==> src/rtl/bconv_pkg.sv <==
package bconv_pkg;

  typedef enum logic [1:0] {
    CELL_HOLD,
    CELL_ACCUM,
    CELL_RESTART,
    CELL_CLEAR
  } cell_op_e;

  // ring neighbour feeding cell idx on each rotation
  function automatic int prev_cell(input int idx, input int k);
    return (idx == 0) ? k - 1 : idx - 1;
  endfunction

  // ring slot that must hold weight number ptr (0-based) at sample zero
  function automatic int load_slot(input int ptr, input int k);
    return (ptr == 0) ? 0 : k - ptr;
  endfunction

  // guard bits for summing k products
  function automatic int guard_bits(input int k);
    return (k > 1) ? $clog2(k) : 0;
  endfunction

endpackage

==> src/rtl/bconv_weight_ring.sv <==
module bconv_weight_ring
  import bconv_pkg::*;
#(
  parameter int K  = 3,
  parameter int WW = 8
) (
  input  logic                   clk,
  input  logic                   rst,
  input  logic                   load,
  input  logic [WW-1:0]          load_data,
  input  logic                   step,
  output logic [K-1:0][WW-1:0]   w_out,
  output logic [K-1:0]           tag_out
);
  localparam int PW = (K > 1) ? $clog2(K) : 1;

  logic [K-1:0][WW-1:0] w_q;
  logic [K-1:0]         tag_q;
  logic [PW-1:0]        ptr_q;
  logic [PW-1:0]        slot_idx;
  logic                 ptr_last;

  always_comb begin
    slot_idx = PW'(load_slot(int'(ptr_q), K));
    ptr_last = (int'(ptr_q) == K - 1);
  end

  always_ff @(posedge clk) begin
    if (rst) begin
      ptr_q <= '0;
      tag_q <= K'(1);
      for (int c = 0; c < K; c++) w_q[c] <= '0;
    end else if (load) begin
      w_q[slot_idx] <= load_data;
      ptr_q         <= ptr_last ? '0 : ptr_q + 1'b1;
      tag_q         <= K'(1);
    end else if (step) begin
      for (int c = 0; c < K; c++) begin
        w_q[c]   <= w_q[prev_cell(c, K)];
        tag_q[c] <= tag_q[prev_cell(c, K)];
      end
    end
  end

  assign w_out   = w_q;
  assign tag_out = tag_q;


  tag_onehot_chk: assert property (@(posedge clk) disable iff (rst)
    $onehot(tag_q));


  ring_wrap_chk: assert property (@(posedge clk) disable iff (rst)
    (step && !load) |=> (w_q[0] == $past(w_q[K-1])));


  tag_home_chk: assert property (@(posedge clk) disable iff (rst)
    load |=> tag_q[0]);

endmodule

==> src/rtl/bconv_cell.sv <==
module bconv_cell
  import bconv_pkg::*;
#(
  parameter int XW = 8,
  parameter int WW = 8,
  parameter int AW = 18
) (
  input  logic          clk,
  input  logic          rst,
  input  logic          clear,
  input  logic          step,
  input  logic [XW-1:0] sample,
  input  logic [WW-1:0] weight,
  input  logic          tag,
  output logic [AW-1:0] acc,
  output logic          emit
);

  function automatic logic signed [AW-1:0] mac_term(
    input logic [XW-1:0] xs, input logic [WW-1:0] ws);
    logic signed [AW-1:0] xe;
    logic signed [AW-1:0] we;
    xe = AW'(signed'(xs));
    we = AW'(signed'(ws));
    return xe * we;
  endfunction

  logic signed [AW-1:0] acc_q;
  logic signed [AW-1:0] term;
  logic                 live_q;
  cell_op_e             op;

  always_comb begin
    term = mac_term(sample, weight);
    if (clear)            op = CELL_CLEAR;
    else if (step && tag) op = CELL_RESTART;
    else if (step)        op = CELL_ACCUM;
    else                  op = CELL_HOLD;
  end

  assign emit = (op == CELL_RESTART) && live_q;
  assign acc  = acc_q;

  always_ff @(posedge clk) begin
    if (rst) begin
      acc_q  <= '0;
      live_q <= 1'b0;
    end else begin
      case (op)
        CELL_CLEAR: begin
          acc_q  <= '0;
          live_q <= 1'b0;
        end
        CELL_RESTART: begin
          acc_q  <= term;
          live_q <= 1'b1;
        end
        CELL_ACCUM: acc_q <= acc_q + term;
        default:    acc_q <= acc_q;
      endcase
    end
  end


  clear_zero_chk: assert property (@(posedge clk) disable iff (rst)
    clear |=> (acc_q == '0));


  idle_hold_chk: assert property (@(posedge clk) disable iff (rst)
    (!step && !clear) |=> $stable(acc_q));

endmodule

==> src/rtl/bconv_result_bus.sv <==
module bconv_result_bus #(
  parameter int K  = 3,
  parameter int AW = 18
) (
  input  logic                  clk,
  input  logic                  rst,
  input  logic [K-1:0]          emit,
  input  logic [K-1:0][AW-1:0]  accs,
  output logic                  res_valid,
  output logic [AW-1:0]         res_data
);
  logic [AW-1:0] sel;

  always_comb begin
    sel = '0;
    for (int c = 0; c < K; c++) sel = sel | (emit[c] ? accs[c] : '0);
  end

  always_ff @(posedge clk) begin
    if (rst) begin
      res_valid <= 1'b0;
      res_data  <= '0;
    end else begin
      res_valid <= |emit;
      if (|emit) res_data <= sel;
    end
  end


  single_driver_chk: assert property (@(posedge clk) disable iff (rst)
    $onehot0(emit));

endmodule

==> src/rtl/bconv_top.sv <==
module bconv_top
  import bconv_pkg::*;
#(
  parameter int XW = 8,
  parameter int WW = 8,
  parameter int K  = 3
) (
  input  logic                              clk,
  input  logic                              rst,
  input  logic                              wt_load,
  input  logic [WW-1:0]                     wt_data,
  input  logic                              smp_valid,
  input  logic [XW-1:0]                     smp_data,
  output logic                              res_valid,
  output logic [XW+WW+guard_bits(K)-1:0]    res_data
);
  localparam int AW = XW + WW + guard_bits(K);

  logic                 step;
  logic [K-1:0][WW-1:0] w_ring;
  logic [K-1:0]         tag_ring;
  logic [K-1:0][AW-1:0] accs;
  logic [K-1:0]         emit;

  assign step = smp_valid && !wt_load;

  bconv_weight_ring #(.K(K), .WW(WW)) u_ring (
    .clk       (clk),
    .rst       (rst),
    .load      (wt_load),
    .load_data (wt_data),
    .step      (step),
    .w_out     (w_ring),
    .tag_out   (tag_ring)
  );

  for (genvar c = 0; c < K; c++) begin : g_cell
    bconv_cell #(.XW(XW), .WW(WW), .AW(AW)) u_cell (
      .clk    (clk),
      .rst    (rst),
      .clear  (wt_load),
      .step   (step),
      .sample (smp_data),
      .weight (w_ring[c]),
      .tag    (tag_ring[c]),
      .acc    (accs[c]),
      .emit   (emit[c])
    );
  end

  bconv_result_bus #(.K(K), .AW(AW)) u_bus (
    .clk       (clk),
    .rst       (rst),
    .emit      (emit),
    .accs      (accs),
    .res_valid (res_valid),
    .res_data  (res_data)
  );


  result_after_sample_chk: assert property (@(posedge clk) disable iff (rst)
    res_valid |-> $past(smp_valid && !wt_load));


  no_result_after_load_chk: assert property (@(posedge clk) disable iff (rst)
    wt_load |=> !res_valid);

endmodule

==> config.mk <==
export PLATFORM = sky130hd
export DESIGN_NAME = bconv_top
export DESIGN_NICKNAME = d
export VERILOG_FILES = /design/src/rtl/bconv_pkg.sv /design/src/rtl/bconv_weight_ring.sv /design/src/rtl/bconv_cell.sv /design/src/rtl/bconv_result_bus.sv /design/src/rtl/bconv_top.sv
export SDC_FILE = /design/constraint.sdc
export NUM_CORES = 1
export LEC_CHECK = 0
export CORE_MARGIN = 2
export CORE_UTILIZATION = 35
export DETAILED_ROUTE_END_ITERATION = 10
export DONT_BUFFER_PORTS = 1
export MAX_ROUTING_LAYER = met4
export SYNTH_ARGS = -nofsm -noshare
export SYNTH_HDL_FRONTEND = slang
export SYNTH_SLANG_ARGS = --single-unit
==> constraint.sdc <==
create_clock -name clk -period 7.4 [get_ports clk]
set_input_delay 0 -clock clk [delete_from_list [all_inputs] [get_ports clk]]
set_output_delay 0 -clock clk [all_outputs]
set_load 0.05 [all_outputs]
== Word level (Yosys, flattened, before mapping) ==
Cells that the tools add are included.

* Bits in registers: 105
* Output and inout bits: 19

* $add $sub $neg: 5
* Multiply operators: 3
* $lt $le $gt $ge: 2
* Equality and inequality tests: 10
* Mux-type cells: 23
* Bitwise operators: 2
* Reduce and logical (&&, ||, !) cells: 19

{| class="wikitable"
|+ Operator list
! operator !! count
|-
| $pmux W18 S3 || 3
|-
| $add A18 B18 Y18 || 3
|-
| $mux W18 || 3
|-
| $mul A8 B8 Y16 || 3
|-
| $mux W24 || 2
|-
| $or A18 B18 Y18 || 2
|-
| $bwmux W24 || 1
|-
| $demux W8 S2 || 1
|-
| $mux W2 || 8
|-
| $eq A2 B2 Y1 const B || 7
|-
| $reduce_bool A3 Y1 || 3
|-
| $logic_and A1 B1 Y1 || 8
|-
| $mux W8 || 1
|-
| $reduce_bool A2 Y1 || 4
|-
| $eq A2 B1 Y1 const B || 3
|-
| $pmux W1 S2 || 3
|-
| $lt A2 B3 Y1 const B || 1
|-
| $reduce_or A3 Y1 || 1
|-
| $add A2 B1 Y2 const B || 1
|-
| $ge A2 B1 Y1 const B || 1
|-
| $logic_not A2 Y1 || 1
|-
| $reduce_or A2 Y1 || 1
|-
| $sub A2 B2 Y2 const A || 1
|-
| $logic_not A1 Y1 || 1
|-
| $mux W1 || 1
|}

== Depth between registers and ports, before layout ==
Gate-level depths: netlist of run 1.

* Depth in word-level cells: 10
* Depth in mapped cells: 26

== Hierarchy ==
A second synthesis of run 1 with hierarchy kept.

* Cell total of the unflattened synthesis: 1,704
* Area, all modules: 14,780.4 sq um

{| class="wikitable"
|+ Modules (own cells, without submodules)
! module !! times used !! cells an instance !! area an instance (sq um)
|-
| bconv_cell (g_cell[1].u_cell) || 1 || 488 || 4,164.0
|-
| bconv_cell (g_cell[0].u_cell) || 1 || 494 || 4,152.7
|-
| bconv_cell (g_cell[2].u_cell) || 1 || 474 || 4,085.2
|-
| bconv_weight_ring || 1 || 156 || 1,452.6
|-
| bconv_result_bus || 1 || 91 || 912.1
|-
| bconv_top || 1 || 1 || 13.8
|}

== Worst setup path after synthesis of run 1 ==
No wires, ideal clock.

* Kind: flip-flop to flip-flop
* Start: register u_ring.w_q, in the netlist u_ring.w_out[11]
* End: register g_cell[1].u_cell.acc_q[17]
* Library setup time: 0.103 ns
* Arrival time: 5.993 ns
* Required time: 7.297 ns
* Setup slack: 1.304 ns
* Cell stages (with the launch flop): 26
* Path buffers: 1
* Clock period less this slack: 6.096 ns
* Cell sequence: dfxtp_1 -> clkbuf_1 -> and2_1 -> fa_1 -> inv_1 -> fa_1 -> inv_1 -> fa_1 -> inv_1 -> fa_1 -> inv_1 -> ha_1 -> o21a_1 -> a21oi_1 -> o21ai_1 -> a21oi_1 -> xnor2_1 -> ha_1 -> a21o_1 -> a21o_1 -> a21o_1 -> or4b_4 -> a311o_1 -> a31oi_1 -> xnor2_1 -> a2111oi_2

* Longest elaborated chain between the ends: 3

{| class="wikitable"
|+ Ends and longest elaborated chain
! what !! line !! text
|-
| from (decl) || bconv_weight_ring.sv:17 || <nowiki>logic [K-1:0][WW-1:0] w_q;</nowiki>
|-
| from (signal, indexed assignment) || bconv_weight_ring.sv:34 || <nowiki>w_q[slot_idx] <= load_data;</nowiki>
|-
| from (signal, indexed assignment) || bconv_weight_ring.sv:39 || <nowiki>w_q[c] <= w_q[prev_cell(c, K)];</nowiki>
|-
| $mul A8 B8 Y16 (*) || bconv_cell.sv:25 || <nowiki>return xe * we;</nowiki>
|-
| $add A18 B18 Y18 || bconv_cell.sv:58 || <nowiki>CELL_ACCUM: acc_q <= acc_q + term;</nowiki>
|-
| $pmux W18 S3 (*) || bconv_cell.sv:49 || <nowiki>case (op)</nowiki>
|-
| to (signal assigned) || bconv_cell.sv:55 || <nowiki>acc_q <= term;</nowiki>
|-
| to (signal assigned) || bconv_cell.sv:58 ||
|-
| to (signal assigned) || bconv_cell.sv:59 || <nowiki>default: acc_q <= acc_q;</nowiki>
|-
| to (decl) || bconv_cell.sv:28 || <nowiki>logic signed [AW-1:0] acc_q;</nowiki>
|}

Mark *: on every way between the ends. The rest lies on a longest branch, timed or not.
A chain may end at the register's enable or synchronous reset.

== Final worst setup path of run 1 ==
* Start: register u_ring.w_q, in the netlist u_ring.w_out[10]
* End: register g_cell[1].u_cell.acc_q[17]

The elaborated chain is that of the path after synthesis.

==> results list, run 1 <==
- The run finished with clean final reports.
* Path class of the lowest-slack min-delay path: in2reg
* Total count of max-transition violations in the final report: 0
* Initial antenna violation count: 1
- Family of cells with the greatest summed delay on the critical path: adder cells
- The floorplan step defined a die boundary enclosing 41900 sq um.
- Global routing used between 10% and 20% of the available tracks.
* Count of final setup violators: 0
* Post-layout worst setup margin: roughly 0.40 ns
- After synthesis, the mean cell area works out to approximately 8.5 sq um.
- Clock root cell: clkbuf_16
* Grt ovf: 0
- The number of global-route vias before repair is between 10000 and 15000.
- After filler insertion, the fill cell instance count of the layout stands at 4067.
- Initial cell density of the core: 35.5%
- Sequential cells were found to cover 14.9% of the synthesized design area.
* Kind of critical path: reg2reg
- Of all flip-flops after synthesis, the portion carrying an async set or reset was 0%.
- Fin cells: 2141
- The number of nets handed over by synthesis was 1985.
- For this run, the slowest stage of the critical path takes a little under 0.6 ns.
- Counting every instance in the synthesized netlist gives 1656.
- Total CTS buffers: 9
- Drt first-iter violations: 900
* Remaining routing DRC violations: 0
- Setup tns final: 0 ns
- Ranked by total cell area, the synthesized netlist is headed by fa_1 24%, dfxtp_1 15%, ha_1 13%.
- CTS saw 105 sinks.
- The number of hold violations in the final report is 0.
- Area used by sequential logic in the layout: 2100 sq um
- Final weighted congestion in routability-driven placement: just over 0.9
- Predominant post-synthesis flop cell: dfxtp_1
- The detail route stage leaves a number of antenna-violating nets equal to 0.
- TritonCTS built the clock tree.
* Number of gates resized after CTS: 0
* Nets: 1939
- Port buffering added 0 buffers.
- Area of combinational cells with multiple inputs: 10800 sq um
- Max frequency: 0.143 GHz
- Worst slack at placement: 0.971 ns
- Length of the first detailed-routing pass in iterations: 5
- The first global-routing pass estimated 59.7 mm of wire.
* Largest fanout on the critical path: 10
- Share of cells above drive strength 1: 2.48%
- Core ar.: 39700 sq um
- Most frequently used cell type in the post-synthesis netlist: inv_1
* Final period utilization: 94.6%
* Final standard cell utilization of the core: 37.7%
- Yosys top cell area share: 23.9%
- Maximum clock skew at final layout: 0.0201 ns
* Max cap viols: 0
- Total wirelength of the detailed-routed design: ~36 mm
- The routed design could run at a clock period as short as 7.00 ns.
- Post-synth top cells: 253 x inv_1, 168 x fa_1, 141 x ha_1
- The number of buffers and inverters on the critical path is 5.
- Headroom to the max-slew limit came out at 40.5%.
- Warning count from the yosys run: 0
- Area after DPL: roughly 15000 sq um
- In this run, synthesis produced a sequential element count of 105.
* Hpwl dp: around 29 mm
- Kind of start point of the critical path: flip-flop
- Post-synth top area cell: fa_1
- Drt via density: roughly 5.3
- Cell leakage power: ~7 nW
* Maximum level of the CTS H-tree: 3
* Worst endpoint required time: 7.71 ns
- Setup repair after global routing left no endpoint under its margin.
- After detailed routing, the average wire length per cell comes to 17.0 um.
- Total vias in the final route: 11300
* Floorplan die width: 205 um
- Post-Layout Inst Area: 15000 sq um
- The synthesized design contains 0 enable-type register cells.
- For the worst-skew pair, the clock arrives at the later sink with an insertion delay of 0.37 ns.
- Worst-case vdd ir drop: between 0.1 and 0.15 mV
- The worst setup path is captured at a flip-flop.
- The floorplan step set the die height to 205 um.
- P&R area growth vs syn: 6.33%
- Number of placement rows: 73
- Post-route total power: 2.05 mW
- The longest clock path from root to sink contains 2 buffers.
* CTS clock-pin slew for the worst setup and hold paths: 0.09 ns
- P per Cell Area: approximately 140 nW/um^2
* Number of distinct library cell variants in the gate-level netlist after synthesis: 66
- Data arrival time at the worst-slack endpoint: between 7 and 8 ns
- At the pin with the least slew margin, the transition time is 0.892 ns.
- Post-CTS setup repair buffer count: 0
- Fin Hold WS: 0.00733 ns
- After synthesis the cells add up to 14100 sq um.
- After detailed placement, the design holds a cell count of approximately 2100.
- Entering global routing, the biggest net connects 85 pins.
- IO Count: 39
- Slowest cell on the critical path: dlygate4sd3_1
## flip-flops by register name, summed over array words and instances (netlist names)
name	flops
u_ring.w_out	24
g_cell.u_cell.acc	54
u_bus.res_data	18
u_bus.res_valid	1
u_ring.ptr_q	2
u_ring.tag_out	3
g_cell.u_cell.live_q	3
## power breakdown
part           leakage [nW]  total, mW  internal, mW  switching [mW]
Clock                 0.160      0.538         0.281           0.257
Sequential            0.852      0.637         0.591          0.0462
Combinational          6.20      0.873         0.361           0.512
## area by class of cell
| class | instances | share of cell area [%] |
|---|---|---|
| Multi-Input combinational cell | 1224 | 71.9 |
| Sequential cell | 105 | 14.0 |
| Inverter | 253 | 6.33 |
| Tap cell | 525 | 4.38 |
| Clock buffer | 10 | 1.59 |
| Timing Repair Buffer | 17 | 1.25 |
| Clock inverter | 6 | 0.551 |
| Antenna cell | 1 | 0.0167 |
## path summary, 6_finish.rpt
path                                                           start                                     to  slack [ns]  cells past startpoint
worst max-delay path                   u_ring.w_out[10]$_SDFFE_PP0P_  g_cell[1].u_cell.acc[17]$_SDFFE_PP0P_        0.40                     25
worst min-delay path                                       smp_valid  g_cell[2].u_cell.acc[17]$_SDFFE_PP0P_       0.007                      3
worst max register to register         u_ring.w_out[10]$_SDFFE_PP0P_  g_cell[1].u_cell.acc[17]$_SDFFE_PP0P_        0.40                     25
worst min register to register  g_cell[0].u_cell.live_q$_SDFFE_PP0P_   g_cell[0].u_cell.live_q$_SDFFE_PP0P_        0.46                      2
## tightest hold or removal path, delay by kind of cell
family             cells  cell delay (ns)
AOI/OAI and AO/OA      1             0.14
muxes                  1             0.13
and+or+nand+nor        1             0.07
## logic make-up after synthesis
kind of cell / Yosys count / share of synthesized area (%)
buf+inv: 327 / 8.77
flops: 105 / 14.9
compound gates: 334 / 16.6
xor+xnor: 86 / 5.47
simple gates: 478 / 16.6
fa+ha+maj: 309 / 36.4
mux: 17 / 1.30
## layer usage
layer / vias to the layer above / GRT usage [%] / wire length, um
met5: - / - / 0
met3: 39 / 2.24 / 1840
li1: 5394 / - / -
met1: 5652 / 24.0 / 16200
met2: 248 / 30.5 / 17600
met4: 0 / 4.55 / 738
## timing repair
action                                 in CTS  in global routing
setup endpoints to repair                   0                  0
hold buffers                               13                  0
endpoints found under the hold margin     105                  0
## layout by cell type, fill, tap and decap left out, drive strengths merged, types with 3 or more instances in the layout
master / count
o211ai: 13
nand4: 8
nor3: 25
nand2b: 13
a2111oi: 3
buf: 6
dlygate4sd3: 11
nand2: 118
xnor2: 62
or2: 5
a22oi: 37
xor2: 24
ha: 141
dfxtp: 105
a21o: 30
nand3: 8
fa: 168
a211oi: 22
a22o: 18
and3: 10
a222oi: 15
o21a: 7
a31oi: 6
nor3b: 3
inv: 256
clkbuf: 10
or3: 6
o21bai: 12
nor2: 135
nor2b: 11
o21ai: 42
a21oi: 84
and2: 131
mux2i: 15
a221oi: 19
No activity file was read; power rests on OpenSTA's default activity.
==> inputs of run 2 (changes only) <==
Settings changed: BUFFER_PORTS_ARGS from default to -buffer_cell sky130_fd_sc_hd__buf_2, DONT_BUFFER_PORTS 1 to default.
==> run 2 against run 1 <==
Against the previous run: die area stayed put; final cell count is 1.7% higher; clock power is 9.9% lower; cell area is 0.68% higher; first-iteration DRC count is 11% lower; combinational power is 1% higher; maximum frequency is 8.9% higher; setup slack better by 0.57 ns; total power is 2.2% lower; via count is 0.34% higher; sequential power is 0.6% lower.
==> results list, run 2 (same netlist as run 1, synthesis figures left out) <==
- The analysis attributes to net switching a power of 802 uW.
* CTS clock-pin slew for the worst setup and hold paths: 0.08 ns
- Fin cells: 2178
- Global routing used a little under a fifth of the available tracks.
- In the layout the commonest cells are 253 x inv_1, 168 x fa_1, 141 x ha_1.
* Kind of start point of the critical path: flip-flop
- After detailed routing, the average wire length per cell comes to 16.5 um.
* Start point of the critical path: u_ring.w_out[10]$_SDFFE_PP0P_
- Post-CTS setup repair buffer count: 0
- Combinational cells account for 44.2% of the total power.
* IO Count: 39
- Worst-Skew Late Latency: approximately 0.36 ns
- The count of nets left with antenna violations once routing finished came out at 0.
- Core ar.: 39700 sq um
* CTS tree: done
- Final number of hold-violating endpoints: 0
- CTS sink cnt: 105
* Number of cells in the design after placement: 2154
* Max cap viols: 0
- The congestion estimate from routability-driven global placement came to 0.890.
- Along the worst path, the maximum fanout reaches 10.
- Maximum level of the CTS H-tree: 3
- The first global-routing pass estimated about 60 mm of wire.
* Setup tns final: 0 ns
- In this run the most critical hold path is launched from wt_data[1].
- Initial cell density of the core: 35.5%
- The number of antenna violations at the first check in global routing was 2.
* Portion of total power attributed to sequential cells: 31.6%
- RSZ-0062 raised after global routing: no
- Measured along the y axis, the die boundary spans between 200 and 250 um.
* Total wirelength of the detailed-routed design: 35.9 mm
* Total CTS buffers: 9
- Drt first-iter violations: approximately 800
- STA puts the critical path data arrival time at 6.69 ns.
- Worst endpoint required time: 7.67 ns
- Measured against its own limit, the worst slew margin works out to 33.0%.
- Reg2reg start: u_ring.w_out[10]$_SDFFE_PP0P_
- Switching portion of total power: 40.0%
- Final period utilization: 86.8%
- Path class of the lowest-slack min-delay path: in2reg
* Share of cells above drive strength 1: 4.85%
- Final min period: about 6.4 ns
- For this run, design rule violations remaining after detail routing come to 0.
- Port Buf Inserts: 38
- The count of final max-slew check failures was 0.
- Setup violations remaining at the end of the flow were counted as 0.
- Leaving out fill and tap cells, the most frequent cell in the layout is inv_1.
- Dividing the detail-routed via count by the number of cells gives 5.22.
- Compared with the post-synthesis result, the final layout area differs by 7.05%.
- Total power for the finished layout comes to 2.00 mW.
- Final standard cell utilization of the core: between 30 and 40%
- Timing would allow up to 0.156 GHz.
* Internal cell power: 1.20 mW
* Clock network fraction of design power: 24.2%
- In this run the power density over the cells is 133 nW/um^2.
- The detailed router placed 11400 vias in this run.
- The register with the most flip-flops in the layout has 54 of them.
* Length of the first detailed-routing pass in iterations: 6
* Cell leakage power: 7.35 nW
* Total Die Area: 41900 sq um
- Clock Path Buffers: 2
* Maximum clock skew at final layout: roughly 0.014 ns
- At the pin with the least slew margin, the transition time is 1.00 ns.
- Number of placement rows: between 70 and 80
* Floorplan die width: roughly 200 um
* Pin count of the biggest net entering global routing: slightly below 90
* Hpwl dp: 28.6 mm
- Worst-case vdd ir drop: roughly 0.14 mV
- Crit end category: flip-flop
* Clock root cell: clkbuf_16
- Vias in the first global route: ~12000
* Number of gates resized after CTS: 0
* Status: finished clean
- Nets: around 2000
- The critical path in this run is classified as reg2reg.
* Grt ovf: 0
==> run 2: cell types whose count changed in the layout (fill, tap and decap cells not counted), sizes merged <==
cell,delta
diode,+1
dlygate4sd3,-5
buf,+41
clkinv,-1
clkbuf,+2
bufinv,-1
inv,-1
clkinvlp,+1
==> run 2: final cells by class <==
| type | count | area [sq um] |
|---|---|---|
| clock inverters | 4 | 33.8 |
| fillers | 4050 | 24600 |
| inverters | 253 | 950 |
| flip-flops and latches | 105 | 2100 |
| clock buffers | 12 | 256 |
| well taps | 525 | 657 |
| diodes | 2 | 5.00 |
| multi-input cells | 1224 | 10800 |
| repair buffers | 53 | 318 |
==> run 2: path summary, 6_finish.rpt <==
check,endpoint,slack [ns],cells after the start
max,g_cell[1].u_cell.acc[17]$_SDFFE_PP0P_,0.97,24
min,u_ring.w_out[17]$_SDFFE_PP0P_,0.02,3
max reg2reg,g_cell[1].u_cell.acc[17]$_SDFFE_PP0P_,0.97,24
min reg2reg,g_cell[1].u_cell.live_q$_SDFFE_PP0P_,0.48,2
==> run 2: metal layers <==
layer  up-vias  global-route usage, %  share of wire [%]
li1       5466                      -                  -
met1      5650                   23.9                 45
met2       224                   31.1                 50
met3        31                   1.72                4.0
met4         0                   3.65                1.6
met5         -                      -                  0
==> run 2: through the flow <==
step / setup slack [ns] / hold WS (ns) / area (sq um)
after floorplan: 1.30 / 0.184 / 14100
after global placement: 1.07 / 0.324 / 14700
final: 0.974 / 0.0210 / 15100
after detailed placement: 0.970 / 0.325 / 14700
after CTS: 0.934 / 0.0117 / 15100
after global routing: 0.571 / 0.0373 / 15100
==> run 2: worst max-delay path: stages, from the launching register on <==
cell	delay, ns
dfxtp_1	0.40
and2_1	0.19
fa_1	0.54
inv_1	0.06
fa_1	0.54
inv_1	0.05
fa_1	0.47
inv_1	0.05
fa_1	0.47
inv_1	0.04
ha_1	0.30
o21a_1	0.13
a21oi_1	0.20
o21ai_1	0.13
a21oi_1	0.20
xnor2_1	0.17
ha_1	0.34
a21o_1	0.19
a21o_1	0.17
a21o_1	0.20
or4b_4	0.56
a311o_1	0.33
a31oi_1	0.17
xnor2_1	0.11
a2111oi_2	0.34
==> run 2: power groups by stage <==
stage / Combinational (mW) / Clock [mW] / Sequential (mW)
floorplan: 0.698 / 0 / 0.622
detailed placement: 0.886 / 0 / 0.646
CTS: 0.894 / 0.492 / 0.632
global placement: 0.869 / 0 / 0.644
global route: 1.01 / 0.515 / 0.638
finish: 0.885 / 0.485 / 0.633
==> run 2: repair_timing <==
item | 4_1_cts | 5_1_grt
endpoints found under the hold margin | 11 | 0
setup endpoints to repair | 0 | 0
hold buffers | 6 | 0
